<file path="config.mk">
export PLATFORM = sky130hd
export DESIGN_NAME = spi_slave_buf
export DESIGN_NICKNAME = d
export VERILOG_FILES = /design/src/rtl/spi_slv_pkg.sv /design/src/rtl/spi_slv_sync.sv /design/src/rtl/spi_slv_engine.sv /design/src/rtl/spi_slv_regs.sv /design/src/rtl/spi_slave_buf.sv
export SDC_FILE = /design/constraint.sdc
export NUM_CORES = 1
export LEC_CHECK = 0
export BUFFER_PORTS_ARGS = -buffer_cell sky130_fd_sc_hd__buf_2
export CORE_MARGIN = 5
export CORE_UTILIZATION = 45
export CTS_BUF_LIST = sky130_fd_sc_hd__clkbuf_16
export CTS_CLUSTER_DIAMETER = 80
export CTS_CLUSTER_SIZE = 25
export DETAILED_ROUTE_END_ITERATION = 12
export GPL_TIMING_DRIVEN = 0
export HOLD_SLACK_MARGIN = 0.12
export PLACE_DENSITY = 0.66
export SKIP_LAST_GASP = 1
export SLEW_MARGIN = 5
export SYNTH_ARGS = -nofsm -noshare
export SYNTH_HDL_FRONTEND = slang
export SYNTH_SLANG_ARGS = --single-unit
</file>
<file path="constraint.sdc">
create_clock -name clk -period 2.6 [get_ports clk]
set_clock_uncertainty 0.1 [all_clocks]
set_input_delay 0.52 -clock clk [delete_from_list [all_inputs] [get_ports clk]]
set_output_delay 0.52 -clock clk [all_outputs]
set_load 0.005 [all_outputs]
</file>
<file path="src/rtl/spi_slv_pkg.sv">
package spi_slv_pkg;
    typedef enum logic [1:0] {
        ST_OFF   = 2'd0,
        ST_IDLE  = 2'd1,
        ST_SHIFT = 2'd2
    } slv_state_t;
endpackage

</file>
<file path="src/rtl/spi_slv_sync.sv">
module spi_slv_sync #(
    parameter int WIDTH = 3,
    parameter int STAGES = 2,
    parameter logic [WIDTH-1:0] RST_VAL = '0
) (
    input  logic             clk,
    input  logic             rst_n,
    input  logic [WIDTH-1:0] d,
    output logic [WIDTH-1:0] q
);
    logic [WIDTH-1:0] stg [STAGES];

    genvar g;
    generate
        for (g = 0; g < STAGES; g++) begin : g_stage
            if (g == 0) begin : g_first
                always_ff @(posedge clk or negedge rst_n) begin
                    if (!rst_n) stg[g] <= RST_VAL;
                    else        stg[g] <= d;
                end
            end else begin : g_next
                always_ff @(posedge clk or negedge rst_n) begin
                    if (!rst_n) stg[g] <= RST_VAL;
                    else        stg[g] <= stg[g-1];
                end
            end
        end
    endgenerate

    assign q = stg[STAGES-1];
endmodule

</file>
<file path="src/rtl/spi_slv_engine.sv">
module spi_slv_engine
    import spi_slv_pkg::*;
#(
    parameter int DATA_W = 8
) (
    input  logic              clk,
    input  logic              rst_n,
    input  logic              en,
    input  logic              cpol,
    input  logic              cpha,
    input  logic              sck_s,
    input  logic              ss_s,
    input  logic              mosi_s,
    input  logic              tx_wr,
    input  logic [DATA_W-1:0] tx_data,
    output logic              miso,
    output logic              miso_oe,
    output logic              done,
    output logic [DATA_W-1:0] rx_byte
);
    localparam int OIDX_W = $clog2(DATA_W);
    localparam int CNT_W  = $clog2(DATA_W + 1);

    slv_state_t state, nstate;

    logic              sck_d, ss_d;
    logic [DATA_W-1:0] tx_buf, tx_cur;
    logic              tx_pend;
    logic [OIDX_W-1:0] oidx, bit_sel;
    logic [CNT_W-1:0]  icnt;
    logic [DATA_W-2:0] rx_sh;

    logic sck_chg, lead, trail, ss_fall, start, sample, advance, last;

    assign sck_chg = sck_s ^ sck_d;
    assign lead    = sck_chg && (sck_d == cpol);
    assign trail   = sck_chg && (sck_d != cpol);
    assign ss_fall = ss_d && !ss_s;
    assign start   = (state == ST_IDLE) && !ss_s && (cpha ? lead : ss_fall);
    assign sample  = (state == ST_SHIFT) && !ss_s && (cpha ? trail : lead);
    assign advance = (state == ST_SHIFT) && !ss_s && (cpha ? lead : trail);
    assign last    = sample && (icnt == CNT_W'(DATA_W - 1));

    // state register
    always_ff @(posedge clk or negedge rst_n) begin
        if (!rst_n) state <= ST_OFF;
        else        state <= nstate;
    end

    // transitions: enable, start, finish, abort, disable
    always_comb begin
        nstate = state;
        unique case (state)
            ST_OFF:   if (en) nstate = ST_IDLE;
            ST_IDLE:  if (!en) nstate = ST_OFF;
                      else if (start) nstate = ST_SHIFT;
            ST_SHIFT: if (!en) nstate = ST_OFF;
                      else if (ss_s || last) nstate = ST_IDLE;
            default:  nstate = ST_OFF;
        endcase
    end

    // datapath
    always_ff @(posedge clk or negedge rst_n) begin
        if (!rst_n) begin
            sck_d   <= 1'b0;
            ss_d    <= 1'b1;
            tx_buf  <= '0;
            tx_cur  <= '0;
            tx_pend <= 1'b0;
            oidx    <= '0;
            icnt    <= '0;
            rx_sh   <= '0;
        end else begin
            sck_d <= sck_s;
            ss_d  <= ss_s;
            if (start) begin
                if (tx_pend) tx_cur <= tx_buf;
                oidx <= '0;
                icnt <= '0;
            end
            if (tx_wr) begin
                tx_buf  <= tx_data;
                tx_pend <= 1'b1;
            end else if (start) begin
                tx_pend <= 1'b0;
            end
            if (advance) oidx <= oidx + 1'b1;
            if (sample) begin
                rx_sh <= {rx_sh[DATA_W-3:0], mosi_s};
                icnt  <= icnt + 1'b1;
            end
        end
    end

    // outputs
    assign bit_sel = OIDX_W'(DATA_W - 1) - oidx;
    always_comb begin
        miso_oe = (state != ST_OFF) && !ss_s;
        miso    = miso_oe & tx_cur[bit_sel];
        done    = last;
        rx_byte = {rx_sh, mosi_s};
    end

    p_cnt_bound_r2: assert property (@(posedge clk) disable iff (!rst_n)
        icnt <= CNT_W'(DATA_W));
    p_pend_consumed_r4: assert property (@(posedge clk) disable iff (!rst_n)
        (start && tx_pend && !tx_wr) |=> !tx_pend);
endmodule

</file>
<file path="src/rtl/spi_slv_regs.sv">
module spi_slv_regs #(
    parameter int DATA_W = 8
) (
    input  logic              clk,
    input  logic              rst_n,
    input  logic              ctrl_wr,
    input  logic              wr_en,
    input  logic              wr_cpol,
    input  logic              wr_cpha,
    input  logic              rx_rd,
    input  logic              done,
    input  logic [DATA_W-1:0] rx_byte,
    output logic              cfg_en,
    output logic              cfg_cpol,
    output logic              cfg_cpha,
    output logic [DATA_W-1:0] rx_data,
    output logic              rx_full,
    output logic              rx_ovr
);
    always_ff @(posedge clk or negedge rst_n) begin
        if (!rst_n) begin
            cfg_en   <= 1'b0;
            cfg_cpol <= 1'b0;
            cfg_cpha <= 1'b0;
        end else if (ctrl_wr) begin
            cfg_en <= wr_en;
            if (!cfg_en) begin
                cfg_cpol <= wr_cpol;
                cfg_cpha <= wr_cpha;
            end
        end
    end

    always_ff @(posedge clk or negedge rst_n) begin
        if (!rst_n) begin
            rx_data <= '0;
            rx_full <= 1'b0;
            rx_ovr  <= 1'b0;
        end else if (done) begin
            if (rx_full && !rx_rd) begin
                rx_ovr <= 1'b1;
            end else begin
                rx_data <= rx_byte;
                rx_full <= 1'b1;
                rx_ovr  <= 1'b0;
            end
        end else if (rx_rd) begin
            rx_full <= 1'b0;
            rx_ovr  <= 1'b0;
        end
    end

    p_full_on_done_r8: assert property (@(posedge clk) disable iff (!rst_n)
        done |=> rx_full);
    p_ovr_keeps_r9: assert property (@(posedge clk) disable iff (!rst_n)
        (done && rx_full && !rx_rd) |=> (rx_ovr && $stable(rx_data)));
    p_read_wins_r10: assert property (@(posedge clk) disable iff (!rst_n)
        (done && rx_rd) |=> (rx_full && !rx_ovr));
    p_mode_locked_r7: assert property (@(posedge clk) disable iff (!rst_n)
        $past(cfg_en) |-> ($stable(cfg_cpol) && $stable(cfg_cpha)));
endmodule

</file>
<file path="src/rtl/spi_slave_buf.sv">
module spi_slave_buf #(
    parameter int DATA_W = 8,
    parameter int SYNC_STAGES = 2
) (
    input  logic              clk,
    input  logic              rst_n,
    input  logic              ctrl_wr,
    input  logic              ctrl_en,
    input  logic              ctrl_cpol,
    input  logic              ctrl_cpha,
    input  logic              tx_wr,
    input  logic [DATA_W-1:0] tx_data,
    input  logic              rx_rd,
    output logic [DATA_W-1:0] rx_data,
    output logic              rx_full,
    output logic              rx_ovr,
    output logic              cfg_en,
    output logic              cfg_cpol,
    output logic              cfg_cpha,
    input  logic              sck,
    input  logic              ss_n,
    input  logic              mosi,
    output logic              miso,
    output logic              miso_oe
);
    logic [2:0]        sync_q;
    logic              done;
    logic [DATA_W-1:0] rx_byte;

    spi_slv_sync #(.WIDTH(3), .STAGES(SYNC_STAGES), .RST_VAL(3'b100)) u_sync (
        .clk(clk), .rst_n(rst_n), .d({ss_n, sck, mosi}), .q(sync_q)
    );

    spi_slv_engine #(.DATA_W(DATA_W)) u_eng (
        .clk(clk), .rst_n(rst_n), .en(cfg_en), .cpol(cfg_cpol), .cpha(cfg_cpha),
        .sck_s(sync_q[1]), .ss_s(sync_q[2]), .mosi_s(sync_q[0]),
        .tx_wr(tx_wr), .tx_data(tx_data),
        .miso(miso), .miso_oe(miso_oe), .done(done), .rx_byte(rx_byte)
    );

    spi_slv_regs #(.DATA_W(DATA_W)) u_regs (
        .clk(clk), .rst_n(rst_n), .ctrl_wr(ctrl_wr), .wr_en(ctrl_en),
        .wr_cpol(ctrl_cpol), .wr_cpha(ctrl_cpha), .rx_rd(rx_rd),
        .done(done), .rx_byte(rx_byte),
        .cfg_en(cfg_en), .cfg_cpol(cfg_cpol), .cfg_cpha(cfg_cpha),
        .rx_data(rx_data), .rx_full(rx_full), .rx_ovr(rx_ovr)
    );
endmodule

</file>
==> results.toml <==
[sta]
relSlewSlack_pct = 56.4
setup_viol = 0
whs_ns = 0.168
period_minus_slack_ns = 2.33
finalSetupTns_ns = 0
max_freq_ghz = 0.430
finalCritPeriodShare_pct = 89.5
finalHoldViolCount = 0
max_slew.worst_pin.slew_ns = 0.654
rsz0062_at_grt = "no"
drv_slew = 0

[cells_and_area]
final_layout_size_suffix_gt1_share_pct = 43.2
diodes = 0
final_util_pct = 54.9
layout.cells.non_filler = 259
syn_to_final_growth_pct = 17.2
final_nets = 212

[critical_path]
cp_data_required_time_ns = 1.98
path_cells = "mux4_2, mux2i_1, nor3_1, buf_2"
cp_slowest_cell = "mux4_2"
cp-startpoint = "u_eng.oidx[0]"
path_max_fanout = 4
slowest_delay_ns = 0.53
path_class = "reg -> out"
crit_arrival_ns = 1.71
regToRegStartpoint = "u_regs.cfg_cpha"
critPathLaunchType = "flip-flop"
endpoint_kind = "output port"

[detailed_routing]
drc = 0
detail_route.vias_per_cell = 5.29
antenna_left = 0
dr.first_iter.drc_count = 73
routed_wirelength_um = 3980
firstDrtPassIters = 4
num_vias = 1371
post_drt_wl_per_cell_um = 15.4

[synthesis]
synth_compound_area_share_pct = 5.51
avgSynthCellArea_um2 = 14.7
syn_inst = 152
muxShareOfSynthArea_pct = 22.7
netlist_area_mm2 = 0.00223
synth_edf_count = 0
yosysWarnings = 0
synth-xor-area-share_pct = 0.393
synth_cell_types = 35
seq_area_frac_synth_pct = 60.8
async_reset_ff_share_pct = 100
ys_ff_latch = 54
synthFlopType = "dfrtp_1"
synth_top_family_by_area = "multiplexers"
synthAdderAreaFrac_pct = 1.12
synth_nets = 173
synth-simple-area-share_pct = 8.43

[grt]
grt_pass1_vias = 1511
grt_usage_pct = 14.0
overflow = 0
antenna_found_initial = 0
grt_max_degree = 55
grt_pass1_wl_um = 6970

[clocking]
cts_tree = "yes"
clock-root-buffer = "clkbuf_16"
clk_pin_slew_ns = 0.06
numCtsBuffers = 5
post_cts_buffers = 0
hold_buffers = 0
clockBufferDepth = 2
cts_sinks = 54
cts_max_level = 2
ctsResizeCount = 0
clock_latency_ns = 0.29

[run]
maxCapViolCount = 0

[power_and_ir_drop]
p_total_mw = 1.90
p_sw_mw = 0.450
seqPwrFrac_pct = 53.4
p_int_mw = 1.45
p_comb_share_pct = 14.0
p_clk_share_pct = 32.6
switching_share_pct = 23.7
ir_drop_v = 0.000406
leakage_nw = 1.26
powerDensity_mw_per_mm2 = 728

[placement]
io_buffers = 32
gp_congestion = 0.771
dp_cells = 251
dp_hpwl_um = 2790

[floorplanning]
die_y_um = 80.4
boundaryPins = 34
dieArea_mm2 = 0.00646
core_region_area_mm2 = 0.00475
start_util_pct = 46.8
core.rowCount = 25
die_w_um = 80.4

[worst_hold_path]
min_path_type = "in -> async"

[outcome]
status = "completed"
==> layout by cell type (no fill, tap or decap), drive strengths merged, types with 4 or more instances in the layout <==
| master | count |
|---|---|
| dfrtp | 51 |
| mux2 | 37 |
| buf | 32 |
| inv | 7 |
| clkbuf | 7 |
| nand2b | 6 |
| nand2 | 6 |
| nor2 | 5 |
| mux2i | 4 |
==> per-layer routing <==
layer  GRT usage, %  routed length [um]
met5              0                   0
met4           5.41                  63
met3           4.15                 228
met2           23.0                1980
met1           17.4                1710
==> state kept, by name, summed over array words and instances, names as in the netlist, 2 cells and up <==
register and flops:
u_eng.icnt 4, u_eng.oidx 3, u_eng.rx_sh 7, u_eng.state 2, u_eng.tx_buf 8, u_eng.tx_cur 8, u_regs.rx_data 8, u_sync.q 3
u_sync.stg 3
==> cell type report <==
class,instances,area [um2]
Buffer,2,7.51
Timing Repair Buffer,32,163
Inverter,4,15.0
Tap cell,67,83.8
Clock inverter,3,11.3
Multi-Input combinational cell,92,850
Clock buffer,5,125
Sequential cell,54,1360
Fill cell,420,2140
==> synth_stat cells (2+ instances only) <==
master	n	area (um2)
nor2_1	5	18.8
inv_1	4	15.0
nand2b_1	6	37.5
dfstp_2	3	78.8
o221ai_1	3	26.3
mux2i_1	4	40.0
dfrtp_1	51	1280
mux4_2	2	45.0
clkbuf_1	2	7.51
nand3_1	3	15.0
mux2_2	36	405
ha_1	2	25.0
nor2b_1	2	12.5
o21ai_0	2	10.0
a22o_1	2	17.5
nand2_1	6	22.5
==> stage by stage <==
stage	setup slack (ns)	instance area, um2
2_1_floorplan	0.652	2230
3_3_place_gp	0.415	2470
3_5_place_dp	0.331	2470
4_1_cts	0.274	2610
5_1_grt	0.180	2610
6_report	0.272	2610
==> cell families after synthesis <==
logic type,Yosys count
xor gates and xnor gates,1
AOI/OAI and AO/OA,14
buffers and inverters,6
muxes,43
DFF,54
and+or+nand+nor,32
adders and majority gates,2
==> path summary, 6_finish.rpt <==
path	end	slack [ns]	cells after the start
setup / recovery	miso	0.27	4
hold / removal	u_regs.rx_ovr	0.17	1
setup reg to reg	u_regs.rx_data[3]	0.32	4
hold reg to reg	u_sync.q[1]	0.25	0
max in group asynchronous	u_eng.tx_buf[0]	1.80	1
min in group clk	u_sync.stg[5]	0.23	1
==> power by group through the flow <==
stage,Sequential [mW],Combinational [mW],Clock (mW)
5_1_grt,1.03,0.293,0.670
4_1_cts,1.02,0.268,0.636
2_1_floorplan,1.01,0.195,0
6_report,1.01,0.265,0.620
3_3_place_gp,1.02,0.255,0
3_5_place_dp,1.03,0.266,0
==> worst max-delay path, delay by kind of cell, from the launching register on <==
family	cells	cell delay, ns
multiplexers	2	0.76
flip-flops	1	0.45
buffers and inverters	1	0.13
AND/OR/NAND/NOR	1	0.07
Note: power is estimated with default switching activity, not from simulation.
